## config.mk

```make
export PLATFORM = sky130hd
export DESIGN_NAME = serial_ctl_rx
export DESIGN_NICKNAME = d
export VERILOG_FILES = /design/src/rtl/serial_ctl_pkg.sv /design/src/rtl/sync_chain.sv /design/src/rtl/frame_shifter.sv /design/src/rtl/ctrl_word_reg.sv /design/src/rtl/serial_ctl_rx.sv
export SDC_FILE = /design/constraint.sdc
export NUM_CORES = 1
export LEC_CHECK = 0
export ABC_AREA = 1
export BUFFER_PORTS_ARGS = -buffer_cell sky130_fd_sc_hd__buf_2
export CAP_MARGIN = 40
export CORE_ASPECT_RATIO = 0.8
export CORE_MARGIN = 2
export CORE_UTILIZATION = 40
export CTS_CLUSTER_DIAMETER = 40
export CTS_CLUSTER_SIZE = 14
export DETAILED_ROUTE_END_ITERATION = 7
export PLACE_DENSITY = 0.64
export SLEW_MARGIN = 20
export SYNTH_ARGS = -nofsm -noshare
export SYNTH_HDL_FRONTEND = slang
export SYNTH_SLANG_ARGS = --single-unit
```

## constraint.sdc

```tcl
create_clock -name clk -period 1.1 [get_ports clk]
set_input_delay 0.22 -clock clk [delete_from_list [all_inputs] [get_ports clk]]
set_output_delay 0.22 -clock clk [all_outputs]
set_load 0.05 [all_outputs]
```

## src/rtl/serial_ctl_pkg.sv

```systemverilog
package serial_ctl_pkg;
    localparam int unsigned WORD_W   = 16;
    localparam int unsigned VOL_W    = 5;
    localparam int unsigned VOL_LSB  = 10;
    localparam int unsigned BIAS_BIT = 15;
    localparam logic [WORD_W-1:0] RESET_WORD = 16'h03EF;

    localparam int unsigned B_MUTE_XSTR = 0;
    localparam int unsigned B_REF_CHG   = 1;
    localparam int unsigned B_MIC_PD    = 2;
    localparam int unsigned B_ALC_PD    = 3;
    localparam int unsigned B_REC_SEL   = 4;
    localparam int unsigned B_TRAP_8K   = 5;
    localparam int unsigned B_REC_PD    = 6;
    localparam int unsigned B_LINE_PD   = 7;
    localparam int unsigned B_LINE_MUTE = 8;
    localparam int unsigned B_SPK_PD    = 9;

    // arming state of the register path
    typedef enum logic {
        ARM_PRIME = 1'b0,   // waiting for the dummy frame
        ARM_LIVE  = 1'b1    // complete frames carry real data
    } arm_e;
endpackage

```

## src/rtl/sync_chain.sv

```systemverilog
module sync_chain #(
    parameter int unsigned N      = 3,
    parameter int unsigned STAGES = 2,
    parameter logic [N-1:0] RST_VAL = '0
) (
    input  logic         clk,
    input  logic         rst_n,
    input  logic [N-1:0] raw_i,
    output logic [N-1:0] lvl_o
);
    typedef struct packed {
        logic [STAGES-1:0][N-1:0] pipe;
    } sync_s;

    sync_s s_d, s_q;

    always_comb begin
        s_d = s_q;
        s_d.pipe[0] = raw_i;
        for (int i = 1; i < STAGES; i++) begin
            s_d.pipe[i] = s_q.pipe[i-1];
        end
    end

    always_ff @(posedge clk or negedge rst_n) begin
        if (!rst_n) begin
            for (int i = 0; i < STAGES; i++) begin
                s_q.pipe[i] <= RST_VAL;
            end
        end else begin
            s_q <= s_d;
        end
    end

    assign lvl_o = s_q.pipe[STAGES-1];
endmodule

```

## src/rtl/frame_shifter.sv

```systemverilog
module frame_shifter #(
    parameter int unsigned WORD_W = 16
) (
    input  logic              clk,
    input  logic              rst_n,
    input  logic              cs_n_lvl_i,
    input  logic              sclk_lvl_i,
    input  logic              sdata_lvl_i,
    output logic [WORD_W-1:0] word_o,
    output logic              done_o,
    output logic              ok_o
);
    localparam int unsigned CNT_MAX = WORD_W + 1;
    localparam int unsigned CNT_W   = $clog2(CNT_MAX + 1);

    typedef struct packed {
        logic [WORD_W-1:0] shift;
        logic [CNT_W-1:0]  cnt;
        logic              cs_prev;
        logic              sclk_prev;
        logic              done;
        logic              ok;
    } shf_s;

    shf_s s_d, s_q;
    logic cs_rise, cs_fall, sclk_rise;

    always_comb begin
        cs_rise   = cs_n_lvl_i && !s_q.cs_prev;
        cs_fall   = !cs_n_lvl_i && s_q.cs_prev;
        sclk_rise = sclk_lvl_i && !s_q.sclk_prev;

        s_d           = s_q;
        s_d.cs_prev   = cs_n_lvl_i;
        s_d.sclk_prev = sclk_lvl_i;
        s_d.done      = 1'b0;
        s_d.ok        = 1'b0;

        if (cs_fall) begin
            s_d.cnt = '0;
        end
        if (!cs_n_lvl_i && sclk_rise) begin
            s_d.shift = {sdata_lvl_i, s_q.shift[WORD_W-1:1]};
            if (s_d.cnt != CNT_W'(CNT_MAX)) begin
                s_d.cnt = s_d.cnt + 1'b1;
            end
        end
        if (cs_rise) begin
            s_d.done = 1'b1;
            s_d.ok   = (s_q.cnt == CNT_W'(WORD_W));
        end
    end

    always_ff @(posedge clk or negedge rst_n) begin
        if (!rst_n) begin
            s_q.shift     <= '0;
            s_q.cnt       <= '0;
            s_q.cs_prev   <= 1'b1;
            s_q.sclk_prev <= 1'b0;
            s_q.done      <= 1'b0;
            s_q.ok        <= 1'b0;
        end else begin
            s_q <= s_d;
        end
    end

    assign word_o = s_q.shift;
    assign done_o = s_q.done;
    assign ok_o   = s_q.ok;

    // the edge count saturates and never wraps back into a legal length
    a_r5_cnt_bounded: assert property (@(posedge clk) disable iff (!rst_n)
        s_q.cnt <= CNT_W'(CNT_MAX));
    // one frame end gives one single-cycle completion pulse
    a_r4_done_pulse: assert property (@(posedge clk) disable iff (!rst_n)
        done_o |=> !done_o);
    // a length verdict is only ever given at a frame end
    a_r5_ok_with_done: assert property (@(posedge clk) disable iff (!rst_n)
        ok_o |-> done_o);
endmodule

```

## src/rtl/ctrl_word_reg.sv

```systemverilog
module ctrl_word_reg
    import serial_ctl_pkg::*;
(
    input  logic              clk,
    input  logic              rst_n,
    input  logic              done_i,
    input  logic              ok_i,
    input  logic [WORD_W-1:0] word_i,
    output logic [WORD_W-1:0] reg_o
);
    typedef struct packed {
        arm_e              arm;
        logic [WORD_W-1:0] value;
    } ctl_s;

    ctl_s s_d, s_q;

    always_comb begin
        s_d = s_q;
        if (done_i && ok_i) begin
            if (s_q.arm == ARM_PRIME) begin
                s_d.arm = ARM_LIVE;
            end else if (s_q.value[BIAS_BIT] && !word_i[BIAS_BIT]) begin
                s_d.value = RESET_WORD;
                s_d.arm   = ARM_LIVE;
            end else begin
                s_d.value = word_i;
            end
        end
    end

    always_ff @(posedge clk or negedge rst_n) begin
        if (!rst_n) begin
            s_q.arm   <= ARM_PRIME;
            s_q.value <= RESET_WORD;
        end else begin
            s_q <= s_d;
        end
    end

    assign reg_o = s_q.value;

    // until the dummy frame has been consumed the defaults hold
    a_r3_prime_defaults: assert property (@(posedge clk) disable iff (!rst_n)
        (s_q.arm == ARM_PRIME) |-> (reg_o == RESET_WORD));
    // nothing but a frame end can move the register
    a_r4_hold_between: assert property (@(posedge clk) disable iff (!rst_n)
        !done_i |=> $stable(reg_o));
    // a frame of the wrong length changes neither register nor arming
    a_r5_bad_len_ignored: assert property (@(posedge clk) disable iff (!rst_n)
        (done_i && !ok_i) |=> ($stable(reg_o) && $stable(s_q.arm)));
    // leaving bias mode always lands on the defaults
    a_r6_bias_exit: assert property (@(posedge clk) disable iff (!rst_n)
        ($past(reg_o[BIAS_BIT]) && !reg_o[BIAS_BIT]) |-> (reg_o == RESET_WORD));
endmodule

```

## src/rtl/serial_ctl_rx.sv

```systemverilog
module serial_ctl_rx
    import serial_ctl_pkg::*;
(
    input  logic             clk,
    input  logic             rst_n,
    input  logic             cs_n_i,
    input  logic             sclk_i,
    input  logic             sdata_i,
    output logic             mute_xstr_on_o,
    output logic             ref_charge_on_o,
    output logic             mic_pd_o,
    output logic             alc_pd_o,
    output logic             rec_sel_o,
    output logic             trap_8k_o,
    output logic             rec_amp_pd_o,
    output logic             line_pd_o,
    output logic             line_mute_o,
    output logic             spk_pd_o,
    output logic [VOL_W-1:0] vol_o,
    output logic             bias_o
);
    localparam int unsigned N_LINES = 3;

    logic [N_LINES-1:0] lines_lvl;
    logic [WORD_W-1:0]  rx_word;
    logic               rx_done;
    logic               rx_ok;
    logic [WORD_W-1:0]  ctl;

    // line order: {data, clock, select}; select idles high
    sync_chain #(
        .N      (N_LINES),
        .STAGES (2),
        .RST_VAL(3'b001)
    ) u_sync (
        .clk  (clk),
        .rst_n(rst_n),
        .raw_i({sdata_i, sclk_i, cs_n_i}),
        .lvl_o(lines_lvl)
    );

    frame_shifter #(.WORD_W(WORD_W)) u_shf (
        .clk        (clk),
        .rst_n      (rst_n),
        .cs_n_lvl_i (lines_lvl[0]),
        .sclk_lvl_i (lines_lvl[1]),
        .sdata_lvl_i(lines_lvl[2]),
        .word_o     (rx_word),
        .done_o     (rx_done),
        .ok_o       (rx_ok)
    );

    ctrl_word_reg u_reg (
        .clk   (clk),
        .rst_n (rst_n),
        .done_i(rx_done),
        .ok_i  (rx_ok),
        .word_i(rx_word),
        .reg_o (ctl)
    );

    assign mute_xstr_on_o  = ctl[B_MUTE_XSTR];
    assign ref_charge_on_o = ctl[B_REF_CHG];
    assign mic_pd_o        = ctl[B_MIC_PD];
    assign alc_pd_o        = ctl[B_ALC_PD];
    assign rec_sel_o       = ctl[B_REC_SEL];
    assign trap_8k_o       = ctl[B_TRAP_8K];
    assign rec_amp_pd_o    = ctl[B_REC_PD];
    assign line_pd_o       = ctl[B_LINE_PD];
    assign line_mute_o     = ctl[B_LINE_MUTE];
    assign spk_pd_o        = ctl[B_SPK_PD];
    assign vol_o           = ctl[VOL_LSB +: VOL_W];
    assign bias_o          = ctl[BIAS_BIT];

    // outputs hold while select is low (a frame in flight)
    a_r4_quiet_in_frame: assert property (@(posedge clk) disable iff (!rst_n)
        (!cs_n_i && $past(!cs_n_i) && $past(!cs_n_i, 2) && $past(!cs_n_i, 3)
         && $past(!cs_n_i, 4) && $past(!cs_n_i, 5))
        |-> $stable(ctl));
endmodule

```

==> results.ini <==
[outcome]
status=complete, but fails checks
violations=negative setup slack

[placement]
gp_congestion=0.810
io_buffers=20
place_area_sq_um=2190
dpl.hpwl_microns=2230

[die]
rows=22
initial_core_util=0.418
die_h_microns=66.0
io_pins=21
die_area_sq_um=5370
core_sq_um=4600
fp.dieW_microns=81.5

[drt]
viasPerCell=4.66
routed_wl_microns=3610
wire_per_inst_microns=12.3
drt_pass1_iterations=4
drt-initial-drc-count=74
drc=0
ant_nets=0
vias=1376

[layout]
final_area_sq_um=2580
antenna_cells=0
multi_input_area_sq_um=612
seqCellArea_sq_um=1220
fillers=393
final_common_cell=nand2_1
syn_to_final_growth_pct=34.4
layout_common_cells=nand2_1, dfrtp_1, inv_1
nNetsFinal=239
drive_gt1_frac=0.340

[global_routing]
grt_pass1_vias=1314
grtUsageTotal=0.149
grt_pass1_wl_microns=5980
grt_overflow=0
antenna_found_initial=0
grt_max_degree=24

[logic_synthesis]
syn_area_per_cell_sq_um=9.85
syn-num-nets=200
synth.distinct_cells=24
synthTopCellsByArea=dfrtp_1, dfstp_2, nand2_1, o21ai_1, inv_1
synthCells=195
syn_area_sq_um=1920
synth_top_area_frac=0.469
ys_ff_latch=48
seq_area_frac_synth=0.633
ys_warn_count=0
synth_top_area_cell=dfrtp_1

[power_and_ir_drop]
combPwrFrac=0.095
p_sw_mw=0.805
switching_share=0.247
power_density_nw_per_um2=1260
peakVddDrop_uv=753
p_seq_frac=0.598
power_mw=3.26
p_int_mw=2.45
p_leak_nw=1.22
power_frac_clock=0.307

[timing]
final-setup-viol-count=32
hold_slack_ns=0.0245
fmax_mhz=812
rsz0062_at_grt=yes
slew_viol_final=0
hold_viol_final=0
skew_ns=0.00625
worst_pin_slew_ns=0.279
setup_slack_ns=-0.132
slew_headroom=0.814
timing.final.crit_share=1.12
period_needed_ns=1.23

[clock_tree]
htree_levels=2
cts_made_buffers=5
clkLatencyLatePin_ns=0.30
cts_root_buf=clkbuf_8
cts_buffer_depth=2
clk_pin_slew_ns=0.08
clock_sinks=48
cts_tree=yes

[worst_setup_path]
r2r_cells=6
crit_chain=inv_4 > nand2_4 > buf_12 > nor2_4 > a21oi_1 > nor2_1
critPathKind=flop to flop
max_stage_delay_ns=0.59
r2r_end=u_shf.s_q[7]
worstPathArrival_ns=1.42
end_kind=flop
r2r_start=u_sync.lvl_o[0]
slowest_stage=dfstp_2
crit_buf_inv=2
crit_path_max_fanout=5
cp-start-kind=flop
regToRegSetupSlack_ns=-0.13
cpLargestDelayFamily=flip-flops
worstPathRequired_ns=1.29

[worst_hold_path]
min-delay-start=sdata_i
whs_endpoint=u_sync.s_d[5]
whs_path_depth=1
min_path_type=input pin to flop

[flow_run]
drv_cap=0

how the worst max path moves through the flow:
stage / depth (start not counted) / slack (ns) / start / to
6_report: 6 / -0.13 / u_sync.lvl_o[0] / u_shf.s_q[7]
5_1_grt: 7 / -0.18 / u_sync.lvl_o[0] / u_shf.s_q[8]
4_1_cts: 7 / -0.14 / u_sync.lvl_o[0] / u_shf.s_q[7]
3_5_place_dp: 6 / -0.13 / u_shf.s_q[3] / u_shf.s_q[4]
3_3_place_gp: 7 / -0.09 / u_sync.lvl_o[0] / u_shf.s_q[7]
2_1_floorplan: 7 / -0.05 / u_sync.lvl_o[0] / u_shf.s_q[7]
power groups by stage:
stage                     combinational (mW)  clock, mW  sequential (mW)
final                                  0.310       1.00             1.95
after global routing                   0.353       1.11             1.96
after CTS                              0.297       1.03             1.95
after detailed placement               0.274          0             1.97
after global placement                 0.268          0             1.97
after floorplan                        0.161          0             1.96
cell usage after synthesis, drive strengths merged:
cell,count
a21o,1
a21oi,2
buf,10
clkbuf,1
dfrtp,36
dfstp,12
inv,20
nand2,61
nand3,6
nand3b,1
nor2,12
nor4,1
o21ai,25
o31ai,6
xor2,1
logic make-up after synthesis:
| logic type | Yosys count | synth area share |
|---|---|---|
| AND/OR/NAND/NOR | 81 | 0.186 |
| buffers and inverters | 31 | 0.0782 |
| XOR/XNOR | 1 | 0.00456 |
| AO/OA/AOI/OAI | 34 | 0.0977 |
| flip-flops | 48 | 0.633 |
state kept, by name (all words and copies together) (netlist names):
name / count
u_shf.word_o: 16
u_reg.reg_o: 16
u_shf.s_q: 7
u_reg.s_q: 1
u_shf.done_o: 1
u_sync.s_d: 3
u_sync.lvl_o: 3
u_shf.ok_o: 1
final cells by class:
class / instances / area share
Sequential cell: 48 / 0.472
Multi-Input combinational cell: 116 / 0.237
Timing Repair Buffer: 43 / 0.198
Inverter: 20 / 0.0330
Clock buffer: 8 / 0.0310
Tap cell: 60 / 0.0291
timing repair:
action | CTS | global route
setup endpoints to repair | 33 | 46
pin swaps | 2 | 2
hold endpoints to repair | 0 | 1
gates cloned | 2 | 0
buffers inserted | 0 | 7
gates resized for setup | 52 | 10
hold buffers | 0 | 1
per-layer routing:
| layer | global-route usage | vias to the layer above | wire, microns |
|---|---|---|---|
| met5 | 0 | - | 0 |
| met4 | 0.0720 | 0 | 57 |
| met3 | 0.0410 | 5 | 124 |
| met2 | 0.236 | 21 | 1760 |
| met1 | 0.189 | 656 | 1670 |
| li1 | - | 694 | - |
metrics by stage:
stage           util  setup WS (ns)  std cells  TNS, ns
3_5_place_dp   0.476         -0.127        277   -0.679
5_1_grt        0.562         -0.179        295    -4.19
4_1_cts        0.538         -0.138        287    -2.83
2_1_floorplan      -        -0.0485        195   -0.151
6_report       0.562         -0.132        295    -2.64
3_3_place_gp   0.476        -0.0925        277   -0.452
No activity file was read; power rests on OpenSTA's default activity.
